`src/rtl/sreg_pkg.sv`:
```
package sreg_pkg;
  localparam int REG_W  = 24;
  localparam int ADDR_W = 3;
  localparam int NREG   = 1 << ADDR_W;

  typedef enum logic [1:0] {ST_CMD, ST_WR, ST_RD, ST_CONT} st_e;

  localparam logic [ADDR_W-1:0] A_STAT = 3'd0;
  localparam logic [ADDR_W-1:0] A_DATA = 3'd1;
  localparam logic [ADDR_W-1:0] A_OFFS = 3'd5;
  localparam logic [ADDR_W-1:0] A_GAIN = 3'd6;

  localparam logic [7:0] CMD_EXIT = 8'h21;

  // register length in bytes
  function automatic logic [1:0] reg_bytes(input logic [ADDR_W-1:0] a);
    case (a)
      3'd0, 3'd4: reg_bytes = 2'd1;
      3'd2, 3'd7: reg_bytes = 2'd2;
      default:    reg_bytes = 2'd3;
    endcase
  endfunction
endpackage

```
`src/rtl/sreg_sync.sv`:
```
module sreg_sync #(
  parameter int             N_SIG   = 3,
  parameter int             STAGES  = 2,
  parameter logic [N_SIG-1:0] RST_VAL = '0
) (
  input  logic             clk_i,
  input  logic             rst_ni,
  input  logic [N_SIG-1:0] d_i,
  output logic [N_SIG-1:0] q_o
);
  logic [STAGES-1:0][N_SIG-1:0] stg_q;

  generate
    if (STAGES == 1) begin : g_one
      always_ff @(posedge clk_i or negedge rst_ni)
        if (!rst_ni) stg_q <= RST_VAL;
        else         stg_q <= d_i;
    end else begin : g_chain
      always_ff @(posedge clk_i or negedge rst_ni)
        if (!rst_ni) stg_q <= {STAGES{RST_VAL}};
        else         stg_q <= {stg_q[STAGES-2:0], d_i};
    end
  endgenerate

  assign q_o = stg_q[STAGES-1];
endmodule

```
`src/rtl/sreg_ctrl.sv`:
```
module sreg_ctrl
  import sreg_pkg::*;
#(
  parameter int DW = REG_W,
  localparam int CW = $clog2(DW)
) (
  input  logic              clk_i,
  input  logic              rst_ni,
  input  logic              sck_s_i,
  input  logic              cs_n_s_i,
  input  logic              sdi_s_i,
  input  logic [DW-1:0]     rd_val_i,
  output logic [ADDR_W-1:0] rd_addr_o,
  output logic              wr_en_o,
  output logic [ADDR_W-1:0] wr_addr_o,
  output logic [DW-1:0]     wr_data_o,
  output logic              sdo_o,
  output logic              data_busy_o,
  output logic              data_done_o,
  output logic              cont_o,
  output st_e               state_o,
  output logic [CW-1:0]     cnt_o,
  output logic [CW-1:0]     len_o
);
  st_e               state_q;
  logic              sck_d;
  logic [CW-1:0]     cnt_q;
  logic [ADDR_W-1:0] addr_q;
  logic [DW-2:0]     rx_q;
  logic [DW-1:0]     tx_q;
  logic              sdo_q, frame_q, exit_q;

  logic       lead, trail, cmd_ok, last;
  logic [7:0] cmd_byte;
  logic [CW-1:0] len_bits;

  assign lead     = !cs_n_s_i &&  sck_s_i && !sck_d;
  assign trail    = !cs_n_s_i && !sck_s_i &&  sck_d;
  assign cmd_byte = {rx_q[6:0], sdi_s_i};
  assign cmd_ok   = (cmd_byte[7:6] == 2'b00) && !cmd_byte[3];
  assign len_bits = CW'({reg_bytes(addr_q), 3'b000});
  assign last     = (cnt_q == CW'(len_bits - 1'b1));

  assign rd_addr_o = (state_q == ST_CMD) ? cmd_byte[2:0] : addr_q;

  always_ff @(posedge clk_i or negedge rst_ni) begin
    if (!rst_ni) begin
      state_q <= ST_CMD;
      sck_d   <= 1'b0;
      cnt_q   <= '0;
      addr_q  <= '0;
      rx_q    <= '0;
      tx_q    <= '0;
      sdo_q   <= 1'b0;
      frame_q <= 1'b0;
      exit_q  <= 1'b0;
    end else begin
      sck_d <= sck_s_i;
      if (!(state_q inside {ST_RD, ST_CONT})) sdo_q <= 1'b0;
      // keep the frame buffer tracking the result between frames
      if (state_q == ST_CONT && !frame_q && !lead) tx_q <= rd_val_i;
      if (lead && (state_q inside {ST_RD, ST_CONT})) begin
        sdo_q <= tx_q[DW-1];
        tx_q  <= {tx_q[DW-2:0], 1'b0};
        if (state_q == ST_CONT) frame_q <= 1'b1;
      end
      if (trail) begin
        rx_q <= {rx_q[DW-3:0], sdi_s_i};
        case (state_q)
          ST_CMD: begin
            if (cnt_q == CW'(7)) begin
              cnt_q <= '0;
              if (cmd_ok) begin
                addr_q <= cmd_byte[2:0];
                if (cmd_byte[5]) begin
                  if (cmd_byte[4] && cmd_byte[2:0] == A_DATA) begin
                    state_q <= ST_CONT;
                    frame_q <= 1'b0;
                    exit_q  <= 1'b0;
                  end
                end else if (cmd_byte[4]) begin
                  state_q <= ST_RD;
                  tx_q    <= rd_val_i << (DW - 8 * int'(reg_bytes(cmd_byte[2:0])));
                end else begin
                  state_q <= ST_WR;
                end
              end
            end else begin
              cnt_q <= cnt_q + 1'b1;
            end
          end
          ST_WR, ST_RD: begin
            if (last) begin
              state_q <= ST_CMD;
              cnt_q   <= '0;
            end else begin
              cnt_q <= cnt_q + 1'b1;
            end
          end
          ST_CONT: begin
            if (cnt_q == CW'(7) && cmd_byte == CMD_EXIT) exit_q <= 1'b1;
            if (cnt_q == CW'(DW - 1)) begin
              cnt_q   <= '0;
              frame_q <= 1'b0;
              if (exit_q) state_q <= ST_CMD;
            end else begin
              cnt_q <= cnt_q + 1'b1;
            end
          end
          default: state_q <= ST_CMD;
        endcase
      end
    end
  end

  assign wr_en_o     = trail && state_q == ST_WR && last;
  assign wr_addr_o   = addr_q;
  assign wr_data_o   = {rx_q, sdi_s_i};
  assign sdo_o       = sdo_q;
  assign data_busy_o = (state_q == ST_RD && addr_q == A_DATA) || (state_q == ST_CONT && frame_q);
  assign data_done_o = trail && ((state_q == ST_RD && last && addr_q == A_DATA) ||
                                 (state_q == ST_CONT && cnt_q == CW'(DW - 1)));
  assign cont_o      = state_q == ST_CONT;
  assign state_o     = state_q;
  assign cnt_o       = cnt_q;
  assign len_o       = len_bits;
endmodule

```
`src/rtl/sreg_bank.sv`:
```
module sreg_bank
  import sreg_pkg::*;
#(
  parameter int DW = REG_W
) (
  input  logic              clk_i,
  input  logic              rst_ni,
  input  logic              wr_en_i,
  input  logic [ADDR_W-1:0] wr_addr_i,
  input  logic [DW-1:0]     wr_data_i,
  input  logic [ADDR_W-1:0] rd_addr_i,
  input  logic              conv_valid_i,
  input  logic [DW-1:0]     conv_data_i,
  input  logic              data_busy_i,
  input  logic              data_done_i,
  input  logic              cont_i,
  output logic [DW-1:0]     rd_val_o,
  output logic [DW-1:0]     data_o,
  output logic              rdy_o
);
  logic [NREG-1:0][DW-1:0] val;
  logic [DW-1:0]           data_q;
  logic                    rdy_q;

  always_ff @(posedge clk_i or negedge rst_ni) begin
    if (!rst_ni) begin
      data_q <= '0;
      rdy_q  <= 1'b0;
    end else if (conv_valid_i && !data_busy_i) begin
      data_q <= conv_data_i;
      rdy_q  <= 1'b1;
    end else if (data_done_i) begin
      rdy_q  <= 1'b0;
    end
  end

  generate
    for (genvar a = 0; a < NREG; a++) begin : g_reg
      if (a == int'(A_STAT)) begin : g_stat
        assign val[a] = {{(DW-8){1'b0}}, rdy_q, cont_i, 6'b0};
      end else if (a == int'(A_DATA)) begin : g_data
        assign val[a] = data_q;
      end else begin : g_rw
        localparam logic [ADDR_W-1:0] ADR = ADDR_W'(a);
        localparam logic [DW-1:0] MASK = {DW{1'b1}} >> (DW - 8 * int'(reg_bytes(ADR)));
        localparam logic [DW-1:0] RST  = (ADR == A_OFFS) ? DW'(1) << (DW - 1) :
                                         (ADR == A_GAIN) ? DW'(1) << (DW - 2) : '0;
        logic [DW-1:0] q;
        always_ff @(posedge clk_i or negedge rst_ni)
          if (!rst_ni)                           q <= RST;
          else if (wr_en_i && wr_addr_i == ADR)  q <= wr_data_i & MASK;
        assign val[a] = q;
      end
    end
  endgenerate

  assign rd_val_o = val[rd_addr_i];
  assign data_o   = data_q;
  assign rdy_o    = rdy_q;
endmodule

```
`src/rtl/sreg_spi_slave.sv`:
```
module sreg_spi_slave
  import sreg_pkg::*;
#(
  parameter int DATA_W      = REG_W,
  parameter int SYNC_STAGES = 2,
  localparam int CW = $clog2(DATA_W)
) (
  input  logic              clk_i,
  input  logic              rst_ni,
  input  logic              pol_i,
  input  logic              cs_ni,
  input  logic              sclk_i,
  input  logic              sdi_i,
  output logic              sdo_o,
  input  logic              conv_valid_i,
  input  logic [DATA_W-1:0] conv_data_i,
  output logic              rdy_o
);
  logic              cs_n_s, sck_s, sdi_s;
  logic [DATA_W-1:0] rd_val, wr_data, data_word;
  logic [ADDR_W-1:0] rd_addr, wr_addr;
  logic              wr_en, data_busy, data_done, cont;
  st_e               ctl_state;
  logic [CW-1:0]     ctl_cnt, ctl_len;

  // polarity folded in before the synchronizer so a strap change makes no edge
  sreg_sync #(.N_SIG(3), .STAGES(SYNC_STAGES), .RST_VAL(3'b100)) u_sync (
    .clk_i (clk_i),
    .rst_ni(rst_ni),
    .d_i   ({cs_ni, sclk_i ^ pol_i, sdi_i}),
    .q_o   ({cs_n_s, sck_s, sdi_s})
  );

  sreg_ctrl #(.DW(DATA_W)) u_ctrl (
    .clk_i      (clk_i),
    .rst_ni     (rst_ni),
    .sck_s_i    (sck_s),
    .cs_n_s_i   (cs_n_s),
    .sdi_s_i    (sdi_s),
    .rd_val_i   (rd_val),
    .rd_addr_o  (rd_addr),
    .wr_en_o    (wr_en),
    .wr_addr_o  (wr_addr),
    .wr_data_o  (wr_data),
    .sdo_o      (sdo_o),
    .data_busy_o(data_busy),
    .data_done_o(data_done),
    .cont_o     (cont),
    .state_o    (ctl_state),
    .cnt_o      (ctl_cnt),
    .len_o      (ctl_len)
  );

  sreg_bank #(.DW(DATA_W)) u_bank (
    .clk_i       (clk_i),
    .rst_ni      (rst_ni),
    .wr_en_i     (wr_en),
    .wr_addr_i   (wr_addr),
    .wr_data_i   (wr_data),
    .rd_addr_i   (rd_addr),
    .conv_valid_i(conv_valid_i),
    .conv_data_i (conv_data_i),
    .data_busy_i (data_busy),
    .data_done_i (data_done),
    .cont_i      (cont),
    .rd_val_o    (rd_val),
    .data_o      (data_word),
    .rdy_o       (rdy_o)
  );
endmodule

```
`config.mk`:
```
export PLATFORM = sky130hd
export DESIGN_NAME = sreg_spi_slave
export DESIGN_NICKNAME = d
export VERILOG_FILES = /design/src/rtl/sreg_pkg.sv /design/src/rtl/sreg_sync.sv /design/src/rtl/sreg_ctrl.sv /design/src/rtl/sreg_bank.sv /design/src/rtl/sreg_spi_slave.sv
export SDC_FILE = /design/constraint.sdc
export NUM_CORES = 1
export LEC_CHECK = 0
export ABC_AREA = 0
export BUFFER_PORTS_ARGS = -buffer_cell sky130_fd_sc_hd__buf_2
export CELL_PAD_IN_SITES_DETAIL_PLACEMENT = 1
export CELL_PAD_IN_SITES_GLOBAL_PLACEMENT = 2
export CORE_UTILIZATION = 46
export DETAILED_ROUTE_END_ITERATION = 16
export PLACE_DENSITY_LB_ADDON = 0.1
export SLEW_MARGIN = 20
export SYNTH_ARGS = -nofsm -noshare
export SYNTH_HDL_FRONTEND = slang
export SYNTH_SLANG_ARGS = --single-unit
```
`constraint.sdc`:
```
create_clock -name clk_i -period 3.85 [get_ports clk_i]
set_input_delay 0.77 -clock clk_i [delete_from_list [all_inputs] [get_ports clk_i]]
set_output_delay 0.77 -clock clk_i [all_outputs]
set_load 0.03 [all_outputs]
```
# Word level (Yosys, flattened, before mapping)

Cells that the tools add are included.

Output and inout port bits: 2
Register bits after elaboration: 204
Input bits: 31
Word-level logic and storage cells: 153

Add/sub/neg operators: 3
Eq/ne operators: 28
Order comparisons: 1
Reduce and logical (&&, ||, !) cells: 49
Mux-type cells: 51
Bitwise logic cells: 1
Shift operators: 1

Operators with widths:

| kind                                                                     | count |
|---|---|
| 24-bit 2-to-1 mux                                                        | 9 |
| 24-bit binary-select mux with 3-bit select                               | 1 |
| 24-bit by 32-bit << shifter with 24-bit output                           | 1 |
| 2-bit 2-to-1 mux                                                         | 14 |
| 1-bit logical AND                                                        | 25 |
| 3-bit == test (second input constant)                                    | 6 |
| 1-bit 2-to-1 mux                                                         | 17 |
| 5-bit 2-to-1 mux                                                         | 3 |
| 5-bit one-hot mux with 3 select lines                                    | 1 |
| 7-bit AND reduction                                                      | 2 |
| 2-bit by 1-bit inequality test with 1-bit output (second input constant) | 6 |
| 2-bit OR reduction                                                       | 5 |
| 3-bit by 2-bit == test with 1-bit output (second input constant)         | 3 |
| 8-bit by 6-bit == test with 1-bit output (second input constant)         | 1 |
| 2-bit one-hot mux with 2 select lines                                    | 2 |
| 1-bit logical NOT                                                        | 7 |
| 3-bit by 1-bit == test with 1-bit output (second input constant)         | 2 |
| 3-bit logical NOT                                                        | 2 |
| 2-bit inequality test (second input constant)                            | 3 |
| 2-bit one-hot mux with 3 select lines                                    | 1 |
| 2-bit nonzero test                                                       | 3 |
| 5-bit by 5-bit subtractor with 6-bit output (first input constant)       | 1 |
| 5-bit by 1-bit adder with 5-bit output (second input constant)           | 1 |
| 5-bit by 3-bit == test with 1-bit output (second input constant)         | 1 |
| 13 further kinds                                                         | 17 |

# Depth between registers and ports, before layout

Gate-level depths: netlist of the first run.

Word-level depth: 17
Mapped depth: 11
Gate-level depth less buffers: 9

# Hierarchy

A second synthesis of the first run with hierarchy kept.

Cells, all modules: 868
Area, all modules: 10445.0 sq um

By module, submodules not included:

| module         | times used | area each (sq um) | cells each | sequential area each (sq um) |
|---|---|---|---|---|
| sreg_bank      | 1          | 6454.9            | 436        | 3430.8 |
| sreg_ctrl      | 1          | 3806.2            | 422        | 1526.5 |
| sreg_sync      | 1          | 175.2             | 9          | 152.6 |
| sreg_spi_slave | 1          | 8.8               | 1          | 0.0 |

# Least setup slack after synthesis of the first run

No wires, ideal clock.

Path type: register -> register
Start: reg u_ctrl.addr_q[0] (netlist: u_ctrl.wr_addr_o[0])
End: reg u_bank.g_reg[2].g_rw.q[10]
Period minus slack after synthesis: 2.628 ns
Library setup time: 0.125 ns
Path slack: 1.222 ns
Arrival: 2.504 ns
Path buffers: 2
Data required time: 3.725 ns
Stages on the path, launching flop included: 11
Cell sequence: dfrtp_1 > buf_4 > inv_2 > nand2_1 > ha_1 > xnor2_1 > and3_2 > nand3_4 > nor4_4 > buf_4 > mux2_2

Cells in the longest elaborated chain, start to end: 7
Elaborated cells on any way between the ends: 11
Those cells by class: add/sub: 1; eq/ne: 4; mux: 1; reduce/logical: 5

Ends and longest elaborated chain:

| item                                        | RTL line         | RTL |
|---|---|---|
| start: declaration                          | sreg_ctrl.sv:28  | `logic [ADDR_W-1:0] addr_q;` |
| start signal: assignment                    | sreg_ctrl.sv:74  | `addr_q <= cmd_byte[2:0];` |
| 3-bit == test (tied with other cells)       | sreg_pkg.sv:17   | `case (a)` |
| 2-bit OR reduction                          | sreg_pkg.sv:17   |  |
| 2-bit one-hot mux with 2 select lines       | sreg_pkg.sv:17   |  |
| 5-bit by 1-bit subtractor with 5-bit output | sreg_ctrl.sv:42  | `assign last = (cnt_q == CW'(len_bits - 1'b1));` |
| 5-bit == test                               | sreg_ctrl.sv:42  |  |
| 1-bit logical AND                           | sreg_ctrl.sv:116 | `assign wr_en_o = trail && state_q == ST_WR && last;` |
| 1-bit logical AND *                         | sreg_bank.sv:51  | `else if (wr_en_i && wr_addr_i == ADR) q <= wr_data_i & MASK;` |
| end signal: assignment                      | sreg_bank.sv:51  |  |
| end: declaration                            | sreg_bank.sv:48  | `logic [DW-1:0] q;` |

Mark *: on every way between the ends. The rest lies on a longest branch, timed or not.
A chain may end at the register's enable or synchronous reset.

# Final worst setup path of the first run

Start: reg u_ctrl.state_q[0] (netlist: u_ctrl.state_o[0])
End: reg u_ctrl.tx_q[16]

Cells in the longest elaborated chain, start to end: 12
Elaborated cells on any way between the ends: 19
Those cells by class: eq/ne: 2; shift: 1; mux: 11; reduce/logical: 5

Ends and longest elaborated chain:

| item                                                                                    | RTL line        | RTL |
|---|---|---|
| start: declaration                                                                      | sreg_ctrl.sv:25 | `st_e state_q;` |
| start signal: assignment                                                                | sreg_ctrl.sv:48 | `state_q <= ST_CMD;` |
| start signal: assignment                                                                | sreg_ctrl.sv:77 | `state_q <= ST_CONT;` |
| start signal: assignment                                                                | sreg_ctrl.sv:82 | `state_q <= ST_RD;` |
| branches (longest 11 deep; another with 24-bit by 32-bit << shifter with 24-bit output) | n/a             |  |
| 24-bit 2-to-1 mux *                                                                     | sreg_ctrl.sv:67 | `if (trail) begin` |
| end signal: assignment                                                                  | sreg_ctrl.sv:61 | `if (state_q == ST_CONT && !frame_q && !lead) tx_q <= rd_val_i;` |
| end signal: assignment                                                                  | sreg_ctrl.sv:64 | `tx_q <= {tx_q[DW-2:0], 1'b0};` |
| end signal: assignment                                                                  | sreg_ctrl.sv:83 | `tx_q <= rd_val_i << (DW - 8 * int'(reg_bytes(cmd_byte[2:0])));` |
| end: declaration                                                                        | sreg_ctrl.sv:30 | `logic [DW-1:0] tx_q;` |

Every way passes the cells marked *. The select of a mux whose other input is x is not followed.

==> results of run 1 <==
worst max-delay path: stages, from the launching register on:
cell      delay, ns
dfrtp_1        0.42
inv_1          0.13
ha_1           0.47
buf_4          0.36
mux2_2         0.59
nand2_1        0.24
o22ai_1        0.15
a311oi_2       0.48
o22ai_1        0.17
o21a_1         0.21
power by group through the flow:
stage,combinational (mW),clock [mW],sequential (mW)
after CTS,2.23,2.32,2.61
after floorplan,1.62,0,2.45
final,2.25,2.28,2.61
after global routing,2.42,2.41,2.63
after detailed placement,2.22,0,2.64
after global placement,2.16,0,2.62
registers in the layout, indices dropped and copies added (netlist names):
name and flops:
u_ctrl.sdo_o 1, u_ctrl.rx_q 23, u_sync.q_o 3, u_ctrl.wr_addr_o 3, u_ctrl.tx_q 24, u_ctrl.frame_q 1, u_ctrl.cnt_o 5, u_ctrl.state_o 2
u_ctrl.exit_q 1, u_bank.data_o 24, u_bank.rdy_o 1, u_sync.stg_q 3, u_ctrl.sck_d 1, u_bank.g.g_rw.q 112
metal layers:
metal,vias to the layer above,wire (um),GRT usage [%]
met5,-,0,0
met4,0,822,8.03
met3,47,1420,3.94
met2,193,14500,45.4
met1,3932,14100,40.5
li1,3348,-,-
through the flow:
step / cell area, um2 / hold WS (ns) / setup slack, ns / std cells / power (mW)
finish: 11300 / 0.281 / 0.508 / 1224 / 7.15
floorplan: 10100 / 0.331 / 1.22 / 905 / 4.07
detailed placement: 10500 / 0.345 / 0.544 / 1180 / 4.86
global route: 11300 / 0.331 / 0.296 / 1224 / 7.47
CTS: 11300 / 0.310 / 0.525 / 1224 / 7.16
global placement: 10500 / 0.334 / 0.619 / 1180 / 4.78
cells in the final DEF, fill, tap and decap left out, drive strengths merged, types with 15 or more instances in the layout:
cell type  count
dfrtp        200
mux2         147
nand2        131
o21ai         57
buf           57
nor2          37
a21oi         35
clkbuf        31
mux2i         30
o22ai         21
o211ai        15
nor3          15
final cells by class:
class,count,area (um2)
fill,2262,10000
sequential,204,5110
multi-input combinational,628,4660
clock buffer,30,653
timing repair buffer,58,377
tap,275,344
clock inverter,14,149
inverter,15,56.3
kinds of logic (layout without fill, tap and decap cells):
logic type,after synthesis,in the layout,share of synthesized area (%)
xor gates and xnor gates,5,5,0.432
muxes,178,178,19.8
DFF,204,204,50.4
AOI/OAI and AO/OA,210,210,13.9
buffers and inverters,73,117,3.82
and+or+nand+nor,227,227,10.7
adders and majority gates,8,8,0.986
how the worst max path moves through the flow:
stage / slack, ns / depth (start not counted) / end / startpoint
2_1_floorplan: 1.22 / 10 / u_bank.g_reg[2].g_rw.q[10]$_DFFE_PN0P_ / u_ctrl.wr_addr_o[0]$_DFFE_PN0P_
3_3_place_gp: 0.62 / 9 / u_ctrl.tx_q[16]$_DFF_PN0_ / u_ctrl.state_o[0]$_DFFE_PN0P_
3_5_place_dp: 0.54 / 9 / u_ctrl.tx_q[16]$_DFF_PN0_ / u_ctrl.state_o[0]$_DFFE_PN0P_
4_1_cts: 0.53 / 9 / u_ctrl.tx_q[16]$_DFF_PN0_ / u_ctrl.state_o[0]$_DFFE_PN0P_
5_1_grt: 0.30 / 9 / u_ctrl.tx_q[16]$_DFF_PN0_ / u_ctrl.state_o[0]$_DFFE_PN0P_
6_report: 0.51 / 9 / u_ctrl.tx_q[16]$_DFF_PN0_ / u_ctrl.state_o[0]$_DFFE_PN0P_
==> impl_metrics.json, run 1 <==
{
  "status": "completed",
  "die_h_um": 151,
  "async_flop_share_pct": 100,
  "core_area_um2": 21400,
  "cts_tree": "done",
  "grt_max_degree": 86,
  "die_area_um2": 22700,
  "start_util_pct": 47.5,
  "vias_per_cell": 6.14,
  "drc": 0,
  "grt_pass1_wl_mm": 48.3,
  "drt_iter0_markers": 493,
  "min_period_ns": 3.34,
  "grtUsageTotal_pct": 28.5,
  "period_share_pct": 86.8,
  "rsz0062_at_grt": "false",
  "vdd_drop_max_v": 0.000370,
  "io_pins": 33,
  "critPathKind": "reg -> reg",
  "leakagePower_nw": 5.21,
  "antenna_cells": 0,
  "nets": 970,
  "core.rowCount": 53,
  "overflow": 0,
  "hpwl_mm": 21.1,
  "cp.required_ns": 4.26,
  "power_density_nw_per_um2": 630,
  "yosys.area.top_type": "dfrtp_1",
  "clk_path_buf_depth": 3,
  "grt_pass1_vias": 8063,
  "reg2reg_from": "u_ctrl.state_o[0]$_DFFE_PN0P_",
  "worstPathArrival_ns": 3.75,
  "max_freq_ghz": 0.299,
  "max-cap-violations": 0,
  "vias": 7520,
  "ys_top_cells_by_count": "200 x dfrtp_1, 143 x mux2_2, 130 x nand2_1",
  "synthDominantCellAreaShare_pct": 49.3,
  "cts_setup_buffers": 0,
  "setup_violations": 0,
  "postCtsResizedCells": 0,
  "antenna_found_initial": 0,
  "synth_edf_count": 0,
  "synth_flop_cell": "dfrtp_1",
  "clockPowerShare_pct": 32.0,
  "p_sw_mw": 2.68,
  "clkTransAtPathRegs_ns": 0.06,
  "swShare_pct": 37.6,
  "r2r-end": "u_ctrl.tx_q[16]$_DFF_PN0_",
  "wl_per_cell_um": 25.2,
  "synth-seq-cells": 204,
  "yosysUniqueCellTypes": 79,
  "io_buffer_count": 32,
  "chipWidth_um": 151,
  "ctsHtreeMaxLevel": 1,
  "ys_top_cells_by_area": "dfrtp_1 49%, mux2_2 16%, nand2_1 4.8%",
  "cp-start-kind": "flip-flop",
  "cp-end-kind": "flip-flop",
  "rrSetupSlack_ns": 0.51,
  "clock-sinks": 204,
  "fin_util_pct": 53.1,
  "ys_warn_count": 0,
  "r2r_cells": 9,
  "relSlewSlack_pct": 35.1,
  "hp-class": "in -> async",
  "power.internal_mw": 4.46,
  "root_buffer": "clkbuf_16",
  "clk_latency_ns": 0.54,
  "syn_inst": 905,
  "drtAntennaViolNets": 0,
  "drv_slew": 0,
  "yosysMostFrequentCell": "dfrtp_1",
  "fin_tns_setup_ns": 0,
  "worst-path-max-fanout": 21,
  "syn_to_final_growth_pct": 11.8,
  "avgSynthCellArea_um2": 11.2,
  "ctsHoldBuffers": 0,
  "combPwrFrac_pct": 31.5,
  "synth_nets": 944,
  "firstDrtPassIters": 5,
  "drive_gt1_share_pct": 28.9,
  "seqPwrFrac_pct": 36.5,
  "worstMarginPinSlew_ns": 0.970,
  "fin_skew_ns": 0.0253,
  "gp_congestion": 0.878,
  "netlist_area_um2": 10100,
  "cts_buffers": 24,
  "seq_area_frac_synth_pct": 50.4,
  "wl_mm": 30.8,
  "finalHoldViolations": 0
}
Note: power is estimated with default switching activity, not from simulation.
==> inputs of run 2 (changes only) <==
--- a/config.mk
+++ b/config.mk
@@ -11,6 +11,7 @@
 export CELL_PAD_IN_SITES_GLOBAL_PLACEMENT = 2
 export CORE_UTILIZATION = 46
 export DETAILED_ROUTE_END_ITERATION = 16
+export MAX_ROUTING_LAYER = met4
 export PLACE_DENSITY_LB_ADDON = 0.1
 export SLEW_MARGIN = 20
 export SYNTH_ARGS = -nofsm -noshare
==> run 2 against run 1 <==
Effect of this change: hold slack better by 0.0035 ns; clock power up 5%; critical path depth down 1; sequential cell count unchanged; count of clock-buffer cells in the layout up 1; final area up 0.22%; sequential share of layout area down 0.099 points; maximum frequency down 0.22%; routed wire length about the same; non-clock buffer count unchanged; core utilization up 0.12 points; critical path type unchanged; largest power group unchanged.
==> impl_metrics.json, run 2 (synthesized netlist as in run 1, its figures left out) <==
{
  "status": "completed",
  "postCtsResizedCells": 0,
  "min_period_ns": 3.35,
  "final_area_um2": 11400,
  "vias": 7485,
  "die_h_um": 151,
  "largest_register": "u_bank.g.g_rw.q",
  "hpwl_mm": 21.2,
  "cp-end-kind": "flip-flop",
  "hp-class": "in -> async",
  "vias_per_cell": 6.13,
  "drv_slew": 0,
  "cp_top_family": "simple AND/OR/NAND/NOR gates",
  "grt_max_degree": 132,
  "r2r_cells": 8,
  "fin_skew_ns": 0.0105,
  "drive_gt1_share_pct": 28.6,
  "max-cap-violations": 0,
  "place_area_um2": 10500,
  "clk_path_buf_depth": 3,
  "firstDrtPassIters": 5,
  "drt_iter0_markers": 393,
  "ctsHtreeMaxLevel": 1,
  "grtUsageTotal_pct": 29.6,
  "crit_buf_inv": 1,
  "rrSetupSlack_ns": 0.50,
  "critPathMaxStageDelay_ns": 0.70,
  "grt_pass1_wl_mm": 48.3,
  "cp-start-kind": "flip-flop",
  "cts_tree": "done",
  "dp_cells": 1180,
  "wl_mm": 30.8,
  "clock-sinks": 204,
  "finalHoldViolations": 0,
  "max_freq_ghz": 0.299,
  "mostFrequentLayoutCell": "dfrtp_1",
  "total_power_mw": 7.25,
  "cts_setup_buffers": 0,
  "wl_per_cell_um": 25.2,
  "io_pins": 33,
  "rsz0062_at_grt": "false",
  "root_buffer": "clkbuf_16",
  "leakagePower_nw": 5.22,
  "ctsHoldBuffers": 0,
  "power_density_nw_per_um2": 638,
  "die_area_um2": 22700,
  "worstMarginPinSlew_ns": 0.984,
  "final_cell_mix": "200 x dfrtp_1, 143 x mux2_2, 130 x nand2_1",
  "start_util_pct": 47.5,
  "vdd_drop_max_v": 0.000376,
  "period_share_pct": 87.0,
  "gp_congestion": 0.923,
  "cp.required_ns": 4.22,
  "overflow": 0,
  "reg2reg_from": "u_ctrl.state_o[0]$_DFFE_PN0P_",
  "critPathKind": "reg -> reg",
  "grt_pass1_vias": 8119,
  "drc": 0,
  "nFillCells": 2258,
  "largest_reg_flops": 112,
  "relSlewSlack_pct": 34.4,
  "io_buffer_count": 32,
  "core.rowCount": 53,
  "fin_tns_setup_ns": 0,
  "nets": 970,
  "worstPathArrival_ns": 3.72,
  "clk_latency_ns": 0.52,
  "crit_chain": "inv_1 > ha_1 > nor3b_1 > nor2_1 > a21oi_1 > nor3_1 > o21ai_0 > o2bb2ai_1",
  "antenna_cells": 0,
  "worst-path-max-fanout": 15,
  "clkTransAtPathRegs_ns": 0.06,
  "core_area_um2": 21400,
  "setup_violations": 0,
  "antenna_found_initial": 0,
  "syn_to_final_growth_pct": 12.1,
  "final_cells": 1222,
  "r2r-end": "u_ctrl.tx_q[14]$_DFF_PN0_",
  "drtAntennaViolNets": 0,
  "chipWidth_um": 151,
  "cts_buffers": 24,
  "cpMaxStageDelayCell": "nor2_1"
}
==> run 2: cell count changes in the layout (fill, tap and decap cells not counted), sizes merged <==
cell	delta
clkbuf	+1
clkinv	-5
bufinv	+2
==> run 2: final cells by class <==
class / instances / area, um2 / share of cell area [%]
clock inverters: 11 / 159 / 1.40
inverters: 15 / 56.3 / 0.495
well taps: 275 / 344 / 3.03
flip-flops and latches: 204 / 5110 / 44.9
multi-input cells: 628 / 4660 / 41.0
clock buffers: 31 / 668 / 5.87
repair buffers: 58 / 377 / 3.31
==> run 2: metal layers <==
metal	vias to the layer above	global-route usage [%]	share of wire (%)	wire length, um
li1	3346	-	-	-
met1	3897	39.9	45	13900
met2	188	46.3	47	14400
met3	54	4.24	5.4	1650
met5	-	-	0	0
met4	0	8.99	2.7	840
==> run 2: through the flow <==
stage	hold slack, ns	worst slack (ns)	utilization (%)
final	0.285	0.501	53.3
after global routing	0.337	0.299	53.3
after CTS	0.341	0.606	53.3
after detailed placement	0.347	0.631	49.4
after global placement	0.336	0.731	49.4
after floorplan	0.331	1.22	-
==> run 2: worst max path at each step <==
stage,start,end,cells past startpoint
final,u_ctrl.state_o[0]$_DFFE_PN0P_,u_ctrl.tx_q[14]$_DFF_PN0_,8
after global routing,u_ctrl.state_o[0]$_DFFE_PN0P_,u_ctrl.tx_q[14]$_DFF_PN0_,8
after CTS,u_ctrl.state_o[0]$_DFFE_PN0P_,u_ctrl.tx_q[16]$_DFF_PN0_,9
after detailed placement,u_ctrl.state_o[0]$_DFFE_PN0P_,u_ctrl.tx_q[16]$_DFF_PN0_,9
after global placement,u_ctrl.state_o[0]$_DFFE_PN0P_,u_ctrl.tx_q[16]$_DFF_PN0_,9
after floorplan,u_ctrl.wr_addr_o[0]$_DFFE_PN0P_,u_bank.g_reg[2].g_rw.q[10]$_DFFE_PN0P_,10
==> run 2: power breakdown <==
| part | total (mW) | leakage [nW] | internal, mW | switching, mW |
|---|---|---|---|---|
| clock network | 2.39 | 0.411 | 1.49 | 0.904 |
| registers | 2.60 | 2.74 | 2.33 | 0.269 |
| logic | 2.27 | 2.07 | 0.791 | 1.48 |
| total | 7.25 | 5.22 | 4.60 | 2.65 |
